[src/rtl/pp_capture_pkg.sv]
package pp_capture_pkg;
    localparam int NUM_BUF = 2;

    typedef enum logic [1:0] {
        CAP_IDLE  = 2'd0,
        CAP_WRITE = 2'd1,
        CAP_DROP  = 2'd2
    } cap_mode_e;
endpackage

[src/rtl/pp_write_seq.sv]
// Offset sequencer: decides per pixel whether it is written, where, and
// whether it closes or abandons a frame.
module pp_write_seq
    import pp_capture_pkg::*;
#(
    parameter int FRAME_WORDS = 8,
    parameter int OFF_W       = 3
) (
    input  logic             clk,
    input  logic             rst_n,
    input  logic             pix_valid,
    input  logic             frame_start,
    input  logic             target_busy,
    output logic             wr_en,
    output logic [OFF_W-1:0] wr_off,
    output logic             frame_done,
    output logic             drop_evt
);
    localparam logic [OFF_W-1:0] LAST_OFF = OFF_W'(FRAME_WORDS - 1);
    localparam bit               ONE_WORD = (FRAME_WORDS == 1);

    typedef struct packed {
        cap_mode_e        mode;
        logic [OFF_W-1:0] off;
    } seq_t;

    seq_t s_q, s_d;

    always_comb begin
        s_d        = s_q;
        wr_en      = 1'b0;
        wr_off     = s_q.off;
        frame_done = 1'b0;
        drop_evt   = 1'b0;
        if (pix_valid && frame_start) begin
            if (target_busy) begin
                drop_evt = 1'b1;
                s_d.mode = CAP_DROP;
                s_d.off  = '0;
            end else begin
                wr_en  = 1'b1;
                wr_off = '0;
                if (ONE_WORD) begin
                    frame_done = 1'b1;
                    s_d.mode   = CAP_IDLE;
                    s_d.off    = '0;
                end else begin
                    s_d.mode = CAP_WRITE;
                    s_d.off  = OFF_W'(1);
                end
            end
        end else if (pix_valid && s_q.mode == CAP_WRITE) begin
            wr_en = 1'b1;
            if (s_q.off == LAST_OFF) begin
                frame_done = 1'b1;
                s_d.mode   = CAP_IDLE;
                s_d.off    = '0;
            end else begin
                s_d.off = s_q.off + 1'b1;
            end
        end
    end

    always_ff @(posedge clk) begin
        if (!rst_n) begin
            s_q.mode <= CAP_IDLE;
            s_q.off  <= '0;
        end else begin
            s_q <= s_d;
        end
    end
endmodule

[src/rtl/pp_buf_owner.sv]
// Tracks which buffer is being filled and which buffers the consumer holds.
module pp_buf_owner
    import pp_capture_pkg::*;
(
    input  logic               clk,
    input  logic               rst_n,
    input  logic               frame_done,
    input  logic               release_valid,
    input  logic               release_buf,
    output logic               fill_buf,
    output logic [NUM_BUF-1:0] ready
);
    typedef struct packed {
        logic               fill;
        logic [NUM_BUF-1:0] ready;
    } own_t;

    own_t o_q, o_d;

    always_comb begin
        o_d = o_q;
        for (int b = 0; b < NUM_BUF; b++) begin
            if (release_valid && release_buf == 1'(b))
                o_d.ready[b] = 1'b0;
            if (frame_done && o_q.fill == 1'(b))
                o_d.ready[b] = 1'b1;
        end
        if (frame_done)
            o_d.fill = ~o_q.fill;
    end

    always_ff @(posedge clk) begin
        if (!rst_n) begin
            o_q.fill  <= 1'b0;
            o_q.ready <= '0;
        end else begin
            o_q <= o_d;
        end
    end

    assign fill_buf = o_q.fill;
    assign ready    = o_q.ready;
endmodule

[src/rtl/pp_sat_counter.sv]
module pp_sat_counter #(
    parameter int CNT_W = 8
) (
    input  logic             clk,
    input  logic             rst_n,
    input  logic             inc,
    output logic [CNT_W-1:0] count
);
    localparam logic [CNT_W-1:0] CNT_MAX = '1;

    logic [CNT_W-1:0] cnt_q, cnt_d;

    always_comb begin
        cnt_d = cnt_q;
        if (inc && cnt_q != CNT_MAX)
            cnt_d = cnt_q + 1'b1;
    end

    always_ff @(posedge clk) begin
        if (!rst_n) cnt_q <= '0;
        else        cnt_q <= cnt_d;
    end

    assign count = cnt_q;
endmodule

[src/rtl/pp_frame_capture.sv]
module pp_frame_capture
    import pp_capture_pkg::*;
#(
    parameter int FRAME_W = 352,
    parameter int FRAME_H = 288,
    parameter int PIX_W   = 16,
    parameter int CNT_W   = 8,
    localparam int FRAME_WORDS = FRAME_W * FRAME_H,
    localparam int OFF_W  = (FRAME_WORDS > 1) ? $clog2(FRAME_WORDS) : 1,
    localparam int ADDR_W = $clog2(NUM_BUF * FRAME_WORDS)
) (
    input  logic               clk,
    input  logic               rst_n,
    input  logic               pix_valid,
    input  logic               frame_start,
    input  logic [PIX_W-1:0]   pix_data,
    output logic               mem_we,
    output logic [ADDR_W-1:0]  mem_addr,
    output logic [PIX_W-1:0]   mem_wdata,
    output logic               irq,
    output logic               irq_buf,
    input  logic               release_valid,
    input  logic               release_buf,
    output logic               fill_buf,
    output logic [NUM_BUF-1:0] ready_mask,
    output logic [CNT_W-1:0]   drop_count
);
    localparam logic [ADDR_W-1:0] BUF1_BASE = ADDR_W'(FRAME_WORDS);

    logic             wr_en, frame_done, drop_evt, cur_fill;
    logic [OFF_W-1:0] wr_off;
    logic [NUM_BUF-1:0] ready;

    pp_write_seq #(
        .FRAME_WORDS(FRAME_WORDS),
        .OFF_W      (OFF_W)
    ) u_seq (
        .clk        (clk),
        .rst_n      (rst_n),
        .pix_valid  (pix_valid),
        .frame_start(frame_start),
        .target_busy(ready[cur_fill]),
        .wr_en      (wr_en),
        .wr_off     (wr_off),
        .frame_done (frame_done),
        .drop_evt   (drop_evt)
    );

    pp_buf_owner u_own (
        .clk          (clk),
        .rst_n        (rst_n),
        .frame_done   (frame_done),
        .release_valid(release_valid),
        .release_buf  (release_buf),
        .fill_buf     (cur_fill),
        .ready        (ready)
    );

    pp_sat_counter #(
        .CNT_W(CNT_W)
    ) u_drop (
        .clk  (clk),
        .rst_n(rst_n),
        .inc  (drop_evt),
        .count(drop_count)
    );

    typedef struct packed {
        logic              we;
        logic [ADDR_W-1:0] addr;
        logic [PIX_W-1:0]  data;
        logic              irq;
        logic              irq_buf;
    } wport_t;

    wport_t w_q, w_d;

    always_comb begin
        w_d.we      = wr_en;
        w_d.addr    = (cur_fill ? BUF1_BASE : '0) + ADDR_W'(wr_off);
        w_d.data    = pix_data;
        w_d.irq     = frame_done;
        w_d.irq_buf = frame_done ? cur_fill : w_q.irq_buf;
        if (!wr_en) begin
            w_d.addr = w_q.addr;
            w_d.data = w_q.data;
        end
    end

    always_ff @(posedge clk) begin
        if (!rst_n) begin
            w_q <= '0;
        end else begin
            w_q <= w_d;
        end
    end

    assign mem_we     = w_q.we;
    assign mem_addr   = w_q.addr;
    assign mem_wdata  = w_q.data;
    assign irq        = w_q.irq;
    assign irq_buf    = w_q.irq_buf;
    assign fill_buf   = cur_fill;
    assign ready_mask = ready;
endmodule

[config.mk]
export PLATFORM = sky130hd
export DESIGN_NAME = pp_frame_capture
export DESIGN_NICKNAME = d
export VERILOG_FILES = /design/src/rtl/pp_capture_pkg.sv /design/src/rtl/pp_write_seq.sv /design/src/rtl/pp_buf_owner.sv /design/src/rtl/pp_sat_counter.sv /design/src/rtl/pp_frame_capture.sv
export SDC_FILE = /design/constraint.sdc
export NUM_CORES = 1
export LEC_CHECK = 0
export BUFFER_PORTS_ARGS = -buffer_cell sky130_fd_sc_hd__buf_2
export CAP_MARGIN = 20
export CORE_UTILIZATION = 25
export CTS_CLUSTER_DIAMETER = 150
export DETAILED_ROUTE_END_ITERATION = 6
export RECOVER_POWER = 50
export SYNTH_ARGS = -nofsm -noshare
export SYNTH_HDL_FRONTEND = slang
export SYNTH_SLANG_ARGS = --single-unit
[constraint.sdc]
create_clock -name clk -period 2.6 [get_ports clk]
set_input_delay 0.52 -clock clk [delete_from_list [all_inputs] [get_ports clk]]
set_output_delay 0.52 -clock clk [all_outputs]
set_load 0.01 [all_outputs]
# ---- Word level (Yosys, flattened, before mapping)
# Index checks and enable logic that the tools add are counted.
dict set report word_totals {
  regBits 67
  latchBits 0
  ram_bits 0
  mem_bits_ro 0
  inputBits 22
  out_inout_bits 48
  wordCells 54
  n_memories 0
}
dict set report op_classes {
  add_sub_neg 3
  mul 0
  n_div 0
  n_lt_le_gt_ge 1
  eq_ne 3
  shifts 0
  mux 22
  n_bitwise 2
  reduce_logical 12
}
# cell n
set ops {}
lappend ops {{$mux 17} 4}
lappend ops {{$mux 19} 3}
lappend ops {{$add 17x17->18} 1}
lappend ops {{$add 17x1->17 const B} 1}
lappend ops {{$eq 17x17->1 const B} 1}
lappend ops {{$mux 1} 14}
lappend ops {{$add 8x1->8 const B} 1}
lappend ops {{$ne 8x8->1 const B} 1}
lappend ops {{$reduce_bool 2->1} 4}
lappend ops {{$logic_and 1x1->1} 7}
lappend ops {{$eq 2x1->1 const B} 1}
lappend ops {{$lt 1x2->1 const B} 1}
lappend ops {{$mux 2} 1}
lappend ops {{$not 1->1} 2}
lappend ops {{$reduce_and 2->1} 1}

# ---- Longest topological paths before layout
# Gate-level depths: netlist (run 1).
dict set report logic_depth {
  ltp_word 6
  mapped_depth 12
  mapped_depth_nobuf 9
}

# ---- By module
# Synthesis (run 1) repeated with hierarchy kept, for this count alone.
dict set report unflattened {
  hier_cells 342
  area_unflattened_um2 3234.4
}
# mod instances cells_each area_each_um2 seq_area_each_um2
set modules_own_cells {}
lappend modules_own_cells {pp_frame_capture 1 147 1572.8 740.7}
lappend modules_own_cells {pp_write_seq 1 136 1139.8 380.4}
lappend modules_own_cells {pp_sat_counter 1 47 404.1 160.2}
lappend modules_own_cells {pp_buf_owner 1 12 117.6 60.1}

# ---- Worst setup path before layout (run 1)
# Ideal clock, no wire load.
dict set report synth_timing {
  kind {flip-flop to flip-flop}
  from {reg u_own.o_q, in the netlist u_own.fill_buf}
  to {reg w_q, in the netlist mem_addr[16]}
  setup_ps 120
  arrival_ps 2539
  t_required_ps 2480
  path_slack_ps -59
  path_stages_with_launch 11
  path_buffers 2
  period_less_slack_ps 2659
  path_cell_list {dfxtp_1 > mux2i_1 > nand2_1 > buf_2 > buf_2 > and2_1 > ha_1 > fa_1 > a31oi_1 > or4_1 > nand3_1}
}
dict set report synth_between {
  elab_chain_len 5
  word_cells_on_any_way 8
  classes_between {1 x add/sub; 7 x mux}
}
# item line
set synth_rtl {}
lappend synth_rtl {{from (decl)} pp_buf_owner.sv:18} ;# own_t o_q, o_d;
lappend synth_rtl {{$mux 1 (implied by the code) (2 in a row)} pp_frame_capture.sv:42} ;# .target_busy(ready[cur_fill]),
lappend synth_rtl {{$mux 17} pp_write_seq.sv:36} ;# if (target_busy) begin
lappend synth_rtl {{$mux 17} pp_write_seq.sv:35} ;# if (pix_valid && frame_start) begin
lappend synth_rtl {{$add 17x17->18} pp_frame_capture.sv:80} ;# w_d.addr = (cur_fill ? BUF1_BASE : '0) + ADDR_W'(wr_off);
lappend synth_rtl {{to (signal assigned)} pp_frame_capture.sv:94} ;# w_q <= w_d;
lappend synth_rtl {{to (decl)} pp_frame_capture.sv:76} ;# wport_t w_q, w_d;
# Parallel ways exist; a longest one is shown, timed or not. The select of a mux whose other input is x is not followed.
# A chain may end at the register's enable or synchronous reset.

# ---- Worst setup path after layout (run 1)
dict set report layout_timing {
  from {reg u_own.o_q, in the netlist u_own.fill_buf}
  to {reg w_q, in the netlist mem_addr[14]}
}
# Same word-level chain as after synthesis.

==> results.toml, run 1 <==
[synth]
syn_nets = 405
ys_seq_area_share_pct = 44.0
yosysWarnings = 0
syn-mean-instance-area_um2 = 8.11
synth_top_cell_by_area = "dfxtp_1"
synth_top_area_share_pct = 44.0
synth_area_leaders = "dfxtp_1 (44%), nand2_1 (8.5%), a21oi_1 (7.4%)"
netlist-cell-type-count = 49
syn_area_um2 = 3050
synth_ff_type = "dfxtp_1"
async_flop_share_pct = 0
ys_seq_elements = 67
synthCells = 376
synth_enable_flop_cells = 0

[layout]
syn_to_final_growth_pct = 26.1
multiInputGateArea_um2 = 1610
final_common_cell = "nand2_1"
antenna_cells = 0
final_cells = 592
num-nets-final = 473
seq_area_um2 = 1340
drive_gt1_share_pct = 13.6
fillers = 1243
final_cell_mix = "nand2_1 (69), dfxtp_1 (66), clkbuf_1 (48)"

[sta]
setup-tns-final_ps = 0
setup_viol = 0
fmax_mhz = 477
fin_hold_ws_ps = 432
skew_ps = 9.40
rsz0062_at_grt = "no"
period_share_pct = 80.6
fin_crit_ps = 2100
final_max_slew_viol_count = 0
tightestPinTransition_ps = 608
relSlewSlack_pct = 59.5
finalHoldViolations = 0

[die]
die_w_um = 112
initial_utilization_pct = 26.1
coreArea_um2 = 11700
chipHeight_um = 112
die_area_um2 = 12600
fp-row-count = 39
io_pins = 70

[drt]
drt-initial-drc-count = 146
wl_per_cell_um = 13.8
drt-total-wl_um = 8150
vias_per_cell = 4.83
postRouteAntennaNets = 0
drtPass1Iterations = 4
via_count = 2860
drc_errors = 0

[cts]
clkTransAtPathRegs_ps = 60
htree_levels = 3
cts_tree = "built"
clk_path_buf_depth = 2
cts-root-buf = "clkbuf_16"
cts.sinks = 67
post_cts_buffers = 0
clk_latency_ps = 330
cts_hold_buf = 0
cts_resized = 0
cts_buffers = 9

[worst_setup_path]
crit_path_end_kind = "flip-flop"
crit_type = "flip-flop to flip-flop"
critPathMaxFanout = 5
cp.required_ps = 2830
arrival_ps = 2330
cp-start-kind = "flip-flop"

[global_route]
grt_util_all_layers_pct = 13.5
overflow = 0
grt_pass1_wl_um = 13400
antenna_found_initial = 0
grt_pass1_vias = 2771
grt_max_degree = 30

[placement]
port_buffers = 69
placed_cells = 576
place.gp.congestion = 0.824
place_hpwl_um = 5740

[power]
total_power_mw = 2.51
power_density_nw_per_um2 = 654
irDropWorstVdd_mv = 0.305
leakagePower_nw = 1.38

[flow_run]
cap_viol_max_count = 0

[min_path]
hold_path.class = "input pin to flip-flop"

[run_status]
status = "complete, no violations"
-- cells by family after synthesis --
group / count (synthesis) / synth area share, %
compound gates: 86 / 16.9
xor+xnor: 12 / 3.45
fa+ha+maj: 7 / 3.12
buf+inv: 29 / 3.90
flops: 67 / 44.0
mux: 2 / 0.657
simple gates: 173 / 28.0
-- through the flow --
step	setup slack [ps]	util [%]	area, µm²
2_1_floorplan	97.6	-	3050
3_3_place_gp	331	30.8	3590
3_5_place_dp	281	30.8	3590
4_1_cts	503	33.5	3910
5_1_grt	395	33.0	3840
6_report	503	33.0	3840
-- worst max-delay path, cell delays in order, from the launching register on --
cell      delay (ps)
dfxtp_2          340
mux2i_2          270
nand2_1          140
and2_1           180
ha_1             200
fa_1             430
nand3_1          120
xor2_1            70
a211oi_1         250
-- report_power, final --
part           leakage, nW  internal, mW  switching (mW)
combinational        0.684        0.0505          0.0972
clock                0.153         0.841           0.464
sequential           0.543          1.05          0.0126
total                 1.38          1.94           0.574
-- registers in the layout, summed over array words and instances (netlist names) --
register        cells
u_drop.count        8
u_seq.s_q          19
mem_addr           18
u_own.fill_buf      1
mem_wdata          16
irq                 1
irq_buf             1
mem_we              1
u_own.ready         2
-- path summary, 6_finish.rpt --
| check | start | to | slack, ps | cells past startpoint |
|---|---|---|---|---|
| worst max-delay path | u_own.fill_buf | mem_addr[14] | 500 | 8 |
| worst min register to register | mem_wdata[13] | mem_wdata[13] | 450 | 2 |
| worst max register to register | u_own.fill_buf | mem_addr[14] | 500 | 8 |
| worst min-delay path | pix_data[6] | mem_wdata[6] | 430 | 3 |
-- area by class of cell --
type | count | area share [%]
Clock inverter | 6 | 2.34
Multi-Input combinational cell | 280 | 41.9
Timing Repair Buffer | 81 | 9.73
Clock buffer | 10 | 5.96
Tap cell | 143 | 4.65
Inverter | 5 | 0.488
Sequential cell | 67 | 34.9
-- cell usage after synthesis, types with 2 or more instances --
library cell / instances
o21a_1: 3
nor3_1: 4
or3_1: 2
a211oi_1: 4
clkbuf_1: 16
dfxtp_1: 67
a21oi_1: 45
o32ai_1: 2
xnor2_1: 5
nand3b_1: 2
nor4_1: 3
nand4_1: 7
ha_1: 6
or4_1: 3
inv_1: 5
nand3_2: 2
a31oi_1: 4
buf_2: 8
xor2_1: 7
nor2_1: 29
and4_1: 2
nand2_1: 69
and3_1: 5
nand3_1: 26
nor2b_1: 3
mux2i_1: 2
and2_1: 8
o21ai_0: 16
-- layer usage --
layer  vias to the layer above  track usage, %  part of all wire (%)
met5                         -               0                     0
met1                      1335            16.5                    47
met4                         0            4.80                  0.90
li1                       1456               -                     -
met3                         4            3.89                   5.1
met2                        65            22.7                    47
(Power assumes the default switching activity.)
==> run 2: changes to the inputs <==
==> constraint.sdc (replaced) <==
create_clock -name clk -period 1.8 [get_ports clk]
set_input_delay 0.36 -clock clk [delete_from_list [all_inputs] [get_ports clk]]
set_output_delay 0.36 -clock clk [all_outputs]
set_load 0.01 [all_outputs]
==> run 2 against run 1 <==
The flow now finishes with violations (negative setup slack). Worst setup slack worse by 640 ps. Critical path depth down 1. Clock-buffer cell count up 2. Non-clock buffer count up 40.
==> results.toml, run 2 (synthesis results as in run 1) <==
[layout]
antenna_cells = 0
largest_reg_flops = 19
final_cells = 632
regMostFlops = "u_seq.s_q"
final_cell_mix = "nand2_1 (67), dfxtp_1 (66), clkbuf_1 (46), buf_4 (46), a21oi_1 (42)"
fillers = 1213
num-nets-final = 513
drive_gt1_share_pct = 24.1
final_common_cell = "nand2_1"
syn_to_final_growth_pct = 40.5

[worst_setup_path]
r2r-start = "u_own.fill_buf"
cp-start-kind = "flip-flop"
path_cells = "mux2i_4 > nand2_2 > and2_1 > ha_4 > a31oi_1 > or4_1 > nand3_1"
slowest_stage = "or4_1"
cp.required_ps = 2060
cp_top_family = "simple AND/OR/NAND/NOR gates"
arrival_ps = 2200
cpPeakStageDelay_ps = 530
crit_path_end_kind = "flip-flop"
r2r-end = "mem_addr[16]"
critPathMaxFanout = 5
timing.critical_path.buf_inv = 0
crit_type = "flip-flop to flip-flop"
regToRegSetupSlack_ps = -130
r2r_cells = 7

[sta]
tightestPinTransition_ps = 432
final_max_slew_viol_count = 0
period_share_pct = 107
rsz0062_at_grt = "yes"
setup_viol = 4
finalHoldViolations = 0
setup-tns-final_ps = -308
fmax_mhz = 518
skew_ps = 6.26
fin_crit_ps = 1930
setup_ws_ps = -132
relSlewSlack_pct = 71.2

[drt]
drc_errors = 0
via_count = 3025
drtPass1Iterations = 4
drt-initial-drc-count = 128
postRouteAntennaNets = 0
drt-total-wl_um = 8640
wl_per_cell_um = 13.7
vias_per_cell = 4.79

[die]
initial_utilization_pct = 26.1
coreArea_um2 = 11700
chipHeight_um = 112
io_pins = 70
fp-row-count = 39
die_area_um2 = 12600
die_w_um = 112

[cts]
clkTransAtPathRegs_ps = 60
cts_buffers = 9
clk_latency_ps = 330
cts-root-buf = "clkbuf_16"
clk_path_buf_depth = 2
htree_levels = 3
cts_tree = "built"
cts.sinks = 67

[global_route]
grt_pass1_vias = 2985
grt_max_degree = 23
overflow = 0
antenna_found_initial = 0
grt_util_all_layers_pct = 14.5
grt_pass1_wl_um = 14700

[min_path]
hp-start = "pix_data[0]"
min_to = "mem_wdata[0]"
holdPathStages = 3
hold_path.class = "input pin to flip-flop"

[power]
total_power_mw = 3.82
irDropWorstVdd_mv = 0.452
power_density_nw_per_um2 = 891
leakagePower_nw = 1.60

[run_status]
failed_checks = "negative setup slack"
status = "complete, but fails checks"

[placement]
place.gp.congestion = 0.859
placed_cells = 613
port_buffers = 69
place_hpwl_um = 6280

[flow_run]
cap_viol_max_count = 0
run 2: changes by cell type in the layout (fill, tap and decap cells not counted), sizes merged:
cell and delta:
buf +37, clkbuf +5, clkinv -2, clkinvlp -1, inv +1
run 2: worst max-delay path by stage:
stage,from,end,depth (start not counted)
2_1_floorplan,u_own.fill_buf,mem_addr[16],10
3_3_place_gp,pix_valid,mem_addr[16],9
3_5_place_dp,pix_valid,mem_addr[13],9
4_1_cts,u_own.fill_buf,mem_addr[14],9
5_1_grt,u_own.fill_buf,mem_addr[14],9
6_report,u_own.fill_buf,mem_addr[16],7
run 2: metrics by stage:
| stage | setup WS, ps | utilization, % | instance area, µm² | hold WS (ps) |
|---|---|---|---|---|
| after floorplan | -464 | - | 3100 | 462 |
| after detailed placement | -301 | 33.5 | 3900 | 441 |
| after global routing | -214 | 36.7 | 4280 | 264 |
| after CTS | -138 | 37.0 | 4310 | 261 |
| after global placement | -245 | 33.5 | 3900 | 434 |
| final | -132 | 36.7 | 4280 | 274 |
run 2: worst register-to-register path: stages (launching register included):
cell	delay, ps
dfxtp_4	360
mux2i_4	240
nand2_2	100
and2_1	200
ha_4	270
a31oi_1	90
or4_1	530
nand3_1	90
run 2: routing by layer:
metal / vias up / track usage (%) / part of all wire [%]
met2: 72 / 23.6 / 47
met1: 1407 / 18.9 / 47
met4: 0 / 4.53 / 1.1
met3: 8 / 3.46 / 5.0
met5: - / 0 / 0
li1: 1538 / - / -
run 2: what timing repair did:
| action | 4_1_cts | 5_1_grt |
|---|---|---|
| setup buffers | 2 | 1 |
| setup endpoints to repair | 7 | 13 |
| pin swaps | 8 | 7 |
| resized for setup | 8 | 6 |
| hold buffers | 0 | 0 |
run 2: layout make-up:
class | instances | area (µm²) | area share (%)
Multi-Input combinational cell | 280 | 1710 | 40.0
Sequential cell | 67 | 1350 | 31.4
Timing Repair Buffer | 121 | 674 | 15.7
Clock buffer | 12 | 278 | 6.48
Tap cell | 143 | 179 | 4.18
Clock inverter | 4 | 77.6 | 1.81
Inverter | 5 | 18.8 | 0.438
run 2: report_power, final:
part | internal, mW | leakage, nW | switching [mW]
registers | 1.51 | 0.544 | 0.0166
clock network | 1.38 | 0.175 | 0.668
logic | 0.0923 | 0.881 | 0.148
